$ cat src/rtl/scmp_pkg.sv
package scmp_pkg;
  typedef struct packed {
    logic pass;
    logic valid;
  } verdict_t;
endpackage

$ cat src/rtl/cmp_lane.sv
module cmp_lane (
  input  logic shift_i,
  input  logic en_i,
  input  logic act_i,
  input  logic exp_i,
  output logic mism_o
);
  assign mism_o = shift_i & en_i & (act_i ^ exp_i);
endmodule

$ cat src/rtl/err_sticky.sv
module err_sticky (
  input  logic clk_i,
  input  logic rst_ni,
  input  logic clr_i,
  input  logic set_i,
  output logic err_o
);
  logic err_q;

  always_ff @(posedge clk_i or negedge rst_ni) begin
    if (!rst_ni)    err_q <= 1'b0;
    else if (clr_i) err_q <= 1'b0;   // clear beats a same-cycle set
    else if (set_i) err_q <= 1'b1;
  end

  assign err_o = err_q;

  AST_CLR_WINS: assert property (@(posedge clk_i) disable iff (!rst_ni)
    clr_i |=> !err_q);
  AST_STICKY_HOLD: assert property (@(posedge clk_i) disable iff (!rst_ni)
    (err_q && !clr_i) |=> err_q);
  AST_SET_TAKES: assert property (@(posedge clk_i) disable iff (!rst_ni)
    (set_i && !clr_i) |=> err_q);
endmodule

$ cat src/rtl/verdict_reg.sv
module verdict_reg
  import scmp_pkg::*;
(
  input  logic     clk_i,
  input  logic     rst_ni,
  input  logic     done_i,
  input  logic     clr_i,
  input  logic     fail_i,
  output verdict_t verdict_o
);
  verdict_t v_q;

  always_ff @(posedge clk_i or negedge rst_ni) begin
    if (!rst_ni) begin
      v_q <= '0;
    end else if (done_i) begin
      v_q.pass  <= ~fail_i;
      v_q.valid <= 1'b1;
    end else if (clr_i) begin
      v_q.valid <= 1'b0;
    end
  end

  assign verdict_o = v_q;

  AST_PASS_HOLD: assert property (@(posedge clk_i) disable iff (!rst_ni)
    !done_i |=> $stable(v_q.pass));
  AST_DONE_SET: assert property (@(posedge clk_i) disable iff (!rst_ni)
    done_i |=> v_q.valid);
  AST_FAIL_VERDICT: assert property (@(posedge clk_i) disable iff (!rst_ni)
    (done_i && fail_i) |=> !v_q.pass);
endmodule

$ cat src/rtl/scan_resp_cmp.sv
module scan_resp_cmp
  import scmp_pkg::*;
#(
  parameter int unsigned NUM_CHAINS = 4
) (
  input  logic                  clk_i,
  input  logic                  rst_ni,
  input  logic                  scan_en_i,
  input  logic                  clr_i,
  input  logic [NUM_CHAINS-1:0] cmp_en_i,
  input  logic [NUM_CHAINS-1:0] scan_out_i,
  input  logic [NUM_CHAINS-1:0] exp_i,
  input  logic                  done_i,
  output logic                  pass_o,
  output logic                  done_o
);
  localparam int unsigned LaneW = NUM_CHAINS;

  logic [LaneW-1:0] lane_mism;
  logic             any_mism;
  logic             err_q;
  logic             fail_now;
  verdict_t         verdict;

  for (genvar k = 0; k < LaneW; k++) begin : g_lane
    cmp_lane i_lane (
      .shift_i (scan_en_i),
      .en_i    (cmp_en_i[k]),
      .act_i   (scan_out_i[k]),
      .exp_i   (exp_i[k]),
      .mism_o  (lane_mism[k])
    );
  end

  assign any_mism = |lane_mism;

  err_sticky i_err (
    .clk_i  (clk_i),
    .rst_ni (rst_ni),
    .clr_i  (clr_i),
    .set_i  (any_mism),
    .err_o  (err_q)
  );

  // done-cycle mismatch counts toward the verdict
  assign fail_now = err_q | any_mism;

  verdict_reg i_verdict (
    .clk_i     (clk_i),
    .rst_ni    (rst_ni),
    .done_i    (done_i),
    .clr_i     (clr_i),
    .fail_i    (fail_now),
    .verdict_o (verdict)
  );

  assign pass_o = verdict.pass;
  assign done_o = verdict.valid;

  AST_CAPTURE_QUIET: assert property (@(posedge clk_i) disable iff (!rst_ni)
    (!scan_en_i && !err_q) |=> !err_q);
  AST_MASK_QUIET: assert property (@(posedge clk_i) disable iff (!rst_ni)
    ((cmp_en_i == '0) && !err_q) |=> !err_q);
  AST_DONE_HOLD: assert property (@(posedge clk_i) disable iff (!rst_ni)
    (done_o && !clr_i) |=> done_o);
endmodule

$ cat config.mk
export PLATFORM = sky130hd
export DESIGN_NAME = scan_resp_cmp
export DESIGN_NICKNAME = d
export VERILOG_FILES = /design/src/rtl/scmp_pkg.sv /design/src/rtl/cmp_lane.sv /design/src/rtl/err_sticky.sv /design/src/rtl/verdict_reg.sv /design/src/rtl/scan_resp_cmp.sv
export SDC_FILE = /design/constraint.sdc
export NUM_CORES = 1
export LEC_CHECK = 0
export ABC_CLOCK_PERIOD_IN_PS = 800
export BUFFER_PORTS_ARGS = -buffer_cell sky130_fd_sc_hd__buf_4
export CAP_MARGIN = 20
export CORE_AREA = 2 2 39 41
export DETAILED_ROUTE_END_ITERATION = 12
export DIE_AREA = 0 0 41 43
export SLEW_MARGIN = 20
export SYNTH_ARGS = -nofsm -noshare
export SYNTH_HDL_FRONTEND = slang
export SYNTH_SLANG_ARGS = --single-unit
$ cat constraint.sdc
create_clock -name clk_i -period 0.8 [get_ports clk_i]
set_input_delay 0.12 -clock clk_i [delete_from_list [all_inputs] [get_ports clk_i]]
set_output_delay 0.12 -clock clk_i [all_outputs]
set_load 0.02 [all_outputs]
Word level (Yosys, flattened, before mapping):

Cells that the tools add are included.

* input bits: 17
* output and inout port bits: 2
* register bits: 3
* word-level logic and storage cells: 24

* bitwise gates (word level): 14
* mux-type cells: 4
* reduce and logical (&&, ||, !) cells: 3

Operators with widths (number)
* AND 1 bit: 8
* 2-to-1 mux 1 bit: 4
* nonzero test 2 bit: 2
* OR reduction 4 bit: 1
* bitwise XOR 1 bit: 4
* NOT 1 bit: 1
* OR 1 bit: 1

Longest topological paths before layout:

Gate-level depths: netlist (run 1).

* depth in word-level cells: 5
* mapped depth: 4
* mapped depth without buffers: 4

Modules after synthesis:

Synthesis (run 1) repeated with hierarchy kept, for this count alone.

* cell total of the unflattened synthesis: 18
* area, all modules: 183.9 µm²

Modules (own cells, without submodules)
* verdict_reg: area each 71.3 µm², sequential area each 50.0 µm², cells an instance 6, times used 1
* cmp_lane: area each 15.0 µm², sequential area each 0.0 µm², cells an instance 2, times used 4
* err_sticky: area each 35.0 µm², sequential area each 25.0 µm², cells an instance 2, times used 1
* scan_resp_cmp: area each 17.5 µm², sequential area each 0.0 µm², cells an instance 2, times used 1

Worst setup path after synthesis (run 1):

OpenSTA, ideal clock, no wires.

* kind: input to register
* start: input port exp_i[1]
* end: register i_verdict.v_q, in the netlist i_verdict.verdict_o[1]
* arrival time: 1016 ps
* stages on the path: 4
* buffers on the path: 0
* setup time: 66 ps
* slack: -282 ps
* data required time: 734 ps
* cells stage by stage: xor2_1 -> a22o_1 -> a2111oi_4 -> mux2_1

* word-level cells in the longest chain between the ends: 5

RTL lines
* start, declared: line scan_resp_cmp.sv:12 `input logic [NUM_CHAINS-1:0] exp_i,`
* bitwise XOR 1 bit: line cmp_lane.sv:8 `assign mism_o = shift_i & en_i & (act_i ^ exp_i);`
* AND 1 bit: line cmp_lane.sv:8
* OR reduction 4 bit: line scan_resp_cmp.sv:35 `assign any_mism = |lane_mism;`
* OR 1 bit: line scan_resp_cmp.sv:46 `assign fail_now = err_q | any_mism;`
* NOT 1 bit: line verdict_reg.sv:17 `v_q.pass <= ~fail_i;`
* end, declared: line verdict_reg.sv:11 `verdict_t v_q;`

Every way passes these cells.
A chain may end at the register's enable or synchronous reset.

Worst setup path after layout (run 1):

Same ends and word-level chain as after synthesis.

==> flow_summary_export.csv, run 1 <==
group,metric,value,unit
run_status,outcome,"finished with violations",
run_status,failed_checks,"negative setup slack",
power_and_ir_drop,vdd_ir_drop_max,0.610,mV
yosys,syn_area_cell,12.3,sq um
cells_and_area,share_of_final_layout_standard_cells_stronger_than_drive_strength_1,0.650,
setup_path,critical_path_required_time,0.97,ns
die,num_rows,14,
setup_path,rr_endpoint,"i_verdict.verdict_o[1]",
power_and_ir_drop,static-leakage-power,0.212,nW
yosys,post_synth_inst_count,15,
power_and_ir_drop,switching_share,0.246,
setup_path,crit_path_max_fanout,2,
timing,setup_repair_after_global_routing_missed_its_margin,"yes",
cells_and_area,finalNetCount,58,
yosys,synthesis.nets,32,
yosys,ys_seq_elements,3,
placement,io_buffers,18,
power_and_ir_drop,power.clock.fraction,0.401,
global_route,grt_pass1_wl,862,microns
global_route,largest_net_degree_at_the_start_of_global_routing,4,
detailed_routing,route.detailed.drc,0,
timing,slew_viol_final,0,
cts,path_clk_slew,0.04,ns
placement,pre_cts_slack,-0.394,ns
timing,finalSetupViolations,4,
cts,clk-insertion-delay-late,0.23,ns
die,core,1380,sq um
setup_path,worstSetupEndpoint,"i_verdict.verdict_o[1]",
setup_path,setup.worst_path.end_class,"flip-flop",
cts,cts-root-to-sink-buffers,2,
yosys,synthDistinctLibCells,9,
global_route,antenna_found_initial,0,
setup_path,worst-endpoint-arrival,1.10,ns
cells_and_area,area_delta_synth_final,124,%
detailed_routing,initialDrtViolationCount,0,
timing,max_clock_freq,1070,MHz
setup_path,worst-r2r-setup-slack,-0.06,ns
power_and_ir_drop,power.density_cell_area,1580,nW/um^2
power_and_ir_drop,sequentialPowerShare,0.286,
timing,timing.final.crit_period,0.936,ns
power_and_ir_drop,cell_internal_pwr,0.496,mW
yosys,netlist.top_cell.by_area,"dfrtp_1",
placement,place_inst,50,
global_route,first_global_vias,219,
timing,clock_skew,0.00157,ns
timing,postLayoutSetupSlackWorst,-0.136,ns
timing,slew_headroom,0.819,
die,dieHeight,43,microns
detailed_routing,drt-total-wl,530,microns
detailed_routing,num_vias,208,
die,floorplan.io_pins,19,
global_route,gr-usage-all-layers,0.0723,
timing,final-hold-violation-count,0,
detailed_routing,routed_via_density,3.71,
yosys,yosys.area.top_type_share,0.405,
setup_path,worst_setup_path_start_kind,"input pin",
min_path,class_of_the_most_critical_hold_timing_path,"in2reg",
die,start_util,0.134,
yosys,synthTopCellsByArea,"dfrtp_1, xor2_1, a2111oi_4",
yosys,ys_seq_area_frac,0.405,
cts,tritoncts.num_buffers,3,
detailed_routing,ant_nets,0,
cts,clock_tree_from_tritoncts,"done",
placement,detailed_place_hpwl,462,microns
power_and_ir_drop,total_switching_power,0.162,mW
timing,layout_worst_path_cycle_share,1.17,
timing,timing_worst_slew_pin_value,0.272,ns
die,chipWidth,41,microns
job,cap_violations,0,
setup_path,cp-startpoint,"exp_i[1]",
die,design.die.area,1760,sq um
global_route,overflow,0,
setup_path,r2r_cells,2,
placement,gp_routability_congestion,0.819,
yosys,syn-cell-area,185,sq um
detailed_routing,first_pass_detailed_route_iteration_total,1,
cells_and_area,antenna_cells,0,
setup_path,worst_r2r_startpoint,"i_err.err_o",
cts,cts_num_sinks,3,
setup_path,worstSetupPathType,"in2reg",
power_and_ir_drop,comb_power_share,0.313,
cells_and_area,layout.cells.non_filler,56,
detailed_routing,route.detailed.wl_per_inst,9.46,microns
yosys,ys.warnings.count,0,
cts,cts_max_level,1,
cts,cts-root-buf,"clkbuf_4",
worst min-delay path by stage:
stage	startpoint	slack [ns]	to	cells past startpoint
after global placement	rst_ni	-0.09	i_verdict.verdict_o[1]	1
after detailed placement	rst_ni	-0.09	i_verdict.verdict_o[1]	1
final	clr_i	0.05	i_err.err_o	2
after global routing	clr_i	0.06	i_err.err_o	2
after floorplan	rst_ni	-0.18	i_err.err_o	0
after CTS	clr_i	0.05	i_err.err_o	2
kinds of logic (layout without fill, tap and decap cells):
kind of cell | count (synthesis) | in the layout | share of synthesized area
mux | 1 | 1 | 0.0608
compound gates | 3 | 3 | 0.237
buf+inv | 1 | 26 | 0.0203
flops | 3 | 3 | 0.405
simple gates | 3 | 3 | 0.0878
xor+xnor | 4 | 4 | 0.189
through the flow:
step,util,setup TNS [ns],hold slack [ns],area [sq um],power [mW]
detailed placement,0.254,-0.744,-0.0879,352,0.373
global placement,0.254,-0.720,-0.0877,352,0.370
CTS,0.300,-0.362,0.0489,415,0.673
floorplan,-,-0.410,-0.176,189,0.267
finish,0.300,-0.345,0.0540,415,0.658
global route,0.300,-0.454,0.0637,415,0.703
flip-flops by register name, summed over array words and instances, names as in the netlist:
register,cells
i_err.err_o,1
i_verdict.verdict_o,2
placed cells by master (no fill, tap or decap), drive strengths merged:
cell,Yosys,final
buf,0,20
xor2,4,4
clkbuf,0,4
dfrtp,3,3
and3,2,2
inv,1,1
a21o,1,1
a22o,1,1
a2111oi,1,1
mux2,1,1
nor2,1,1
dlygate4sd3,0,1
cell usage after synthesis:
cell type	number
a2111oi_4	1
a21o_1	1
a22o_1	1
and3_1	2
dfrtp_1	3
inv_1	1
mux2_1	1
nor2_1	1
xor2_1	4
final cells by class:
| cell class | count | area, sq um |
|---|---|---|
| Tap cell | 16 | 20.0 |
| Fill cell | 148 | 968 |
| Inverter | 1 | 3.75 |
| Clock buffer | 4 | 26.3 |
| Sequential cell | 3 | 75.1 |
| Timing Repair Buffer | 21 | 175 |
| Multi-Input combinational cell | 11 | 115 |
power by group through the flow:
| stage | sequential [mW] | clock (mW) | combinational (mW) |
|---|---|---|---|
| after CTS | 0.189 | 0.275 | 0.209 |
| after detailed placement | 0.188 | 0 | 0.185 |
| final | 0.188 | 0.264 | 0.206 |
| after floorplan | 0.202 | 0 | 0.0652 |
| after global placement | 0.187 | 0 | 0.184 |
| after global routing | 0.190 | 0.291 | 0.222 |
metal layers:
metal,GRT usage,share of wire
met4,0,0
met5,0,0
met2,0.0906,0.36
met1,0.103,0.45
met3,0.0576,0.19
what timing repair did:
| item | 4_1_cts | 5_1_grt |
|---|---|---|
| hold endpoints to repair | 3 | 0 |
| setup endpoints to repair | 4 | 4 |
| hold buffers | 1 | 0 |
| resized for setup | 5 | 0 |
| setup buffers | 1 | 0 |
| pin swaps | 1 | 0 |
worst max-delay path, cell delays in order:
cell	delay, ns
buf_6	0.09
xor2_1	0.14
a22o_1	0.24
a2111oi_4	0.31
mux2_4	0.20
(Power assumes the default switching activity.)
==> run 2: changes to the inputs <==
--- a/config.mk
+++ b/config.mk
@@ -11,6 +11,8 @@
 export CORE_AREA = 2 2 39 41
 export DETAILED_ROUTE_END_ITERATION = 12
 export DIE_AREA = 0 0 41 43
+export PLACE_DENSITY = 0.39
+export SETUP_SLACK_MARGIN = 0.05
 export SLEW_MARGIN = 20
 export SYNTH_ARGS = -nofsm -noshare
 export SYNTH_HDL_FRONTEND = slang
==> flow_summary_export.csv, run 2 (synthesized netlist as in run 1, its figures left out) <==
group,metric,value,unit
cts,cts_num_sinks,3,
power_and_ir_drop,power.density_cell_area,1620,nW/um^2
detailed_routing,num_vias,219,
timing,postLayoutSetupSlackWorst,-0.137,ns
placement,detailed_place_hpwl,455,microns
min_path,class_of_the_most_critical_hold_timing_path,"in2reg",
die,design.die.area,1760,sq um
detailed_routing,first_pass_detailed_route_iteration_total,4,
detailed_routing,routed_via_density,3.98,
setup_path,worst_r2r_startpoint,"i_err.err_o",
placement,cell_area_after_placement,352,sq um
timing,finalSetupViolations,4,
cells_and_area,largest_register_ff_count,2,
global_route,overflow,0,
die,dieHeight,43,microns
global_route,first_global_vias,247,
power_and_ir_drop,static-leakage-power,0.209,nW
setup_path,r2r_cells,2,
timing,timing_worst_slew_pin_value,0.269,ns
cts,cts-root-to-sink-buffers,2,
timing,timing.final.crit_period,0.937,ns
cts,clk-insertion-delay-late,0.23,ns
die,core,1380,sq um
cells_and_area,antenna_cells,0,
timing,finalSetupTns,-0.353,ns
detailed_routing,ant_nets,0,
cts,clock_tree_from_tritoncts,"done",
power_and_ir_drop,vdd_ir_drop_max,0.738,mV
setup_path,timing.critical_path.cells,"buf_6, xor2_1, a22o_1, a2111oi_4, mux2_4",
cells_and_area,final_area,403,sq um
placement,pre_cts_slack,-0.403,ns
die,floorplan.io_pins,19,
placement,gp_routability_congestion,0.585,
timing,slew_viol_final,0,
timing,clock_skew,0.00146,ns
setup_path,crit_path_max_fanout,2,
cells_and_area,layout.cells.non_filler,55,
timing,slew_headroom,0.821,
cells_and_area,area_delta_synth_final,118,%
setup_path,cpMaxStageDelayCell,"a2111oi_4",
setup_path,worst-r2r-setup-slack,-0.05,ns
global_route,antenna_found_initial,0,
global_route,gr-usage-all-layers,0.0815,
setup_path,rr_endpoint,"i_verdict.verdict_o[1]",
timing,layout_worst_path_cycle_share,1.17,
setup_path,worstSetupEndpoint,"i_verdict.verdict_o[1]",
run_status,failed_checks,"negative setup slack",
timing,final-hold-violation-count,0,
placement,io_buffers,18,
detailed_routing,route.detailed.wl_per_inst,10.8,microns
cells_and_area,nFillCells,162,
placement,place_inst,50,
run_status,outcome,"finished with violations",
setup_path,setup.worst_path.end_class,"flip-flop",
setup_path,worstSetupPathType,"in2reg",
timing,setup_repair_after_global_routing_missed_its_margin,"yes",
cells_and_area,share_of_final_layout_standard_cells_stronger_than_drive_strength_1,0.615,
setup_path,critical_path_required_time,0.97,ns
global_route,largest_net_degree_at_the_start_of_global_routing,4,
job,cap_violations,0,
cts,path_clk_slew,0.04,ns
setup_path,worst-endpoint-arrival,1.11,ns
cts,cts_max_level,1,
setup_path,cp-startpoint,"exp_i[1]",
die,start_util,0.134,
die,num_rows,14,
timing,max_clock_freq,1070,MHz
setup_path,cpPeakStageDelay,0.31,ns
setup_path,worst_setup_path_start_kind,"input pin",
die,chipWidth,41,microns
global_route,grt_pass1_wl,869,microns
detailed_routing,initialDrtViolationCount,2,
cts,cts-root-buf,"clkbuf_4",
cells_and_area,mostFrequentLayoutCells,"buf_4, xor2_1, buf_6, clkbuf_4, dfrtp_1",
cells_and_area,layout_commonest_cell,"buf_4",
cells_and_area,finalNetCount,57,
cts,tritoncts.num_buffers,3,
detailed_routing,drt-total-wl,592,microns
min_path,hold-path-cell-count,2,
detailed_routing,route.detailed.drc,0,
## run 2: final cells by class
class,count,area [sq um],share of cell area
clock buffer,4,26.3,0.0652
inverter,1,3.75,0.00932
multi-input combinational,11,110,0.273
sequential,3,75.1,0.186
tap,16,20.0,0.0497
timing repair buffer,20,168,0.416
## run 2: per-layer routing
metal	GRT usage	part of all wire	routed length [microns]
met1	0.0583	0.35	209
met2	0.128	0.46	274
met3	0.0524	0.18	109
met4	0.0800	0	0
met5	0	0	0
## run 2: critical path: cells and delay by family
| family | cells | cell delay, ns |
|---|---|---|
| mux | 1 | 0.20 |
| compound gates | 2 | 0.55 |
| xor+xnor | 1 | 0.15 |
| buf+inv | 1 | 0.09 |
## run 2: where the power goes
part / total, mW / leakage (nW) / internal (mW) / switching (mW)
Sequential: 0.187 / 0.0355 / 0.172 / 0.0150
Clock: 0.268 / 0.0150 / 0.187 / 0.0808
Combinational: 0.199 / 0.158 / 0.131 / 0.0686
Total: 0.654 / 0.209 / 0.490 / 0.164
## run 2: worst min path at each step
stage          startpoint                     end  slack, ns
6_report            clr_i             i_err.err_o       0.05
2_1_floorplan      rst_ni             i_err.err_o      -0.18
5_1_grt             clr_i             i_err.err_o       0.04
4_1_cts             clr_i             i_err.err_o       0.04
3_3_place_gp       rst_ni  i_verdict.verdict_o[0]      -0.09
3_5_place_dp       rst_ni  i_verdict.verdict_o[1]      -0.09
## run 2: repair_timing
item / in CTS / in global routing
endpoints found under the hold margin: 3 / 0
setup buffers: 0 / 0
gates resized for setup: 4 / 0
pin swaps: 2 / 0
setup endpoints to repair: 4 / 4
hold buffers: 1 / 0
## run 2: metrics by stage
stage / util / power (mW) / hold slack (ns)
finish: 0.291 / 0.654 / 0.0493
global route: 0.291 / 0.709 / 0.0389
floorplan: - / 0.267 / -0.176
detailed placement: 0.254 / 0.371 / -0.0879
CTS: 0.291 / 0.672 / 0.0398
global placement: 0.254 / 0.368 / -0.0904
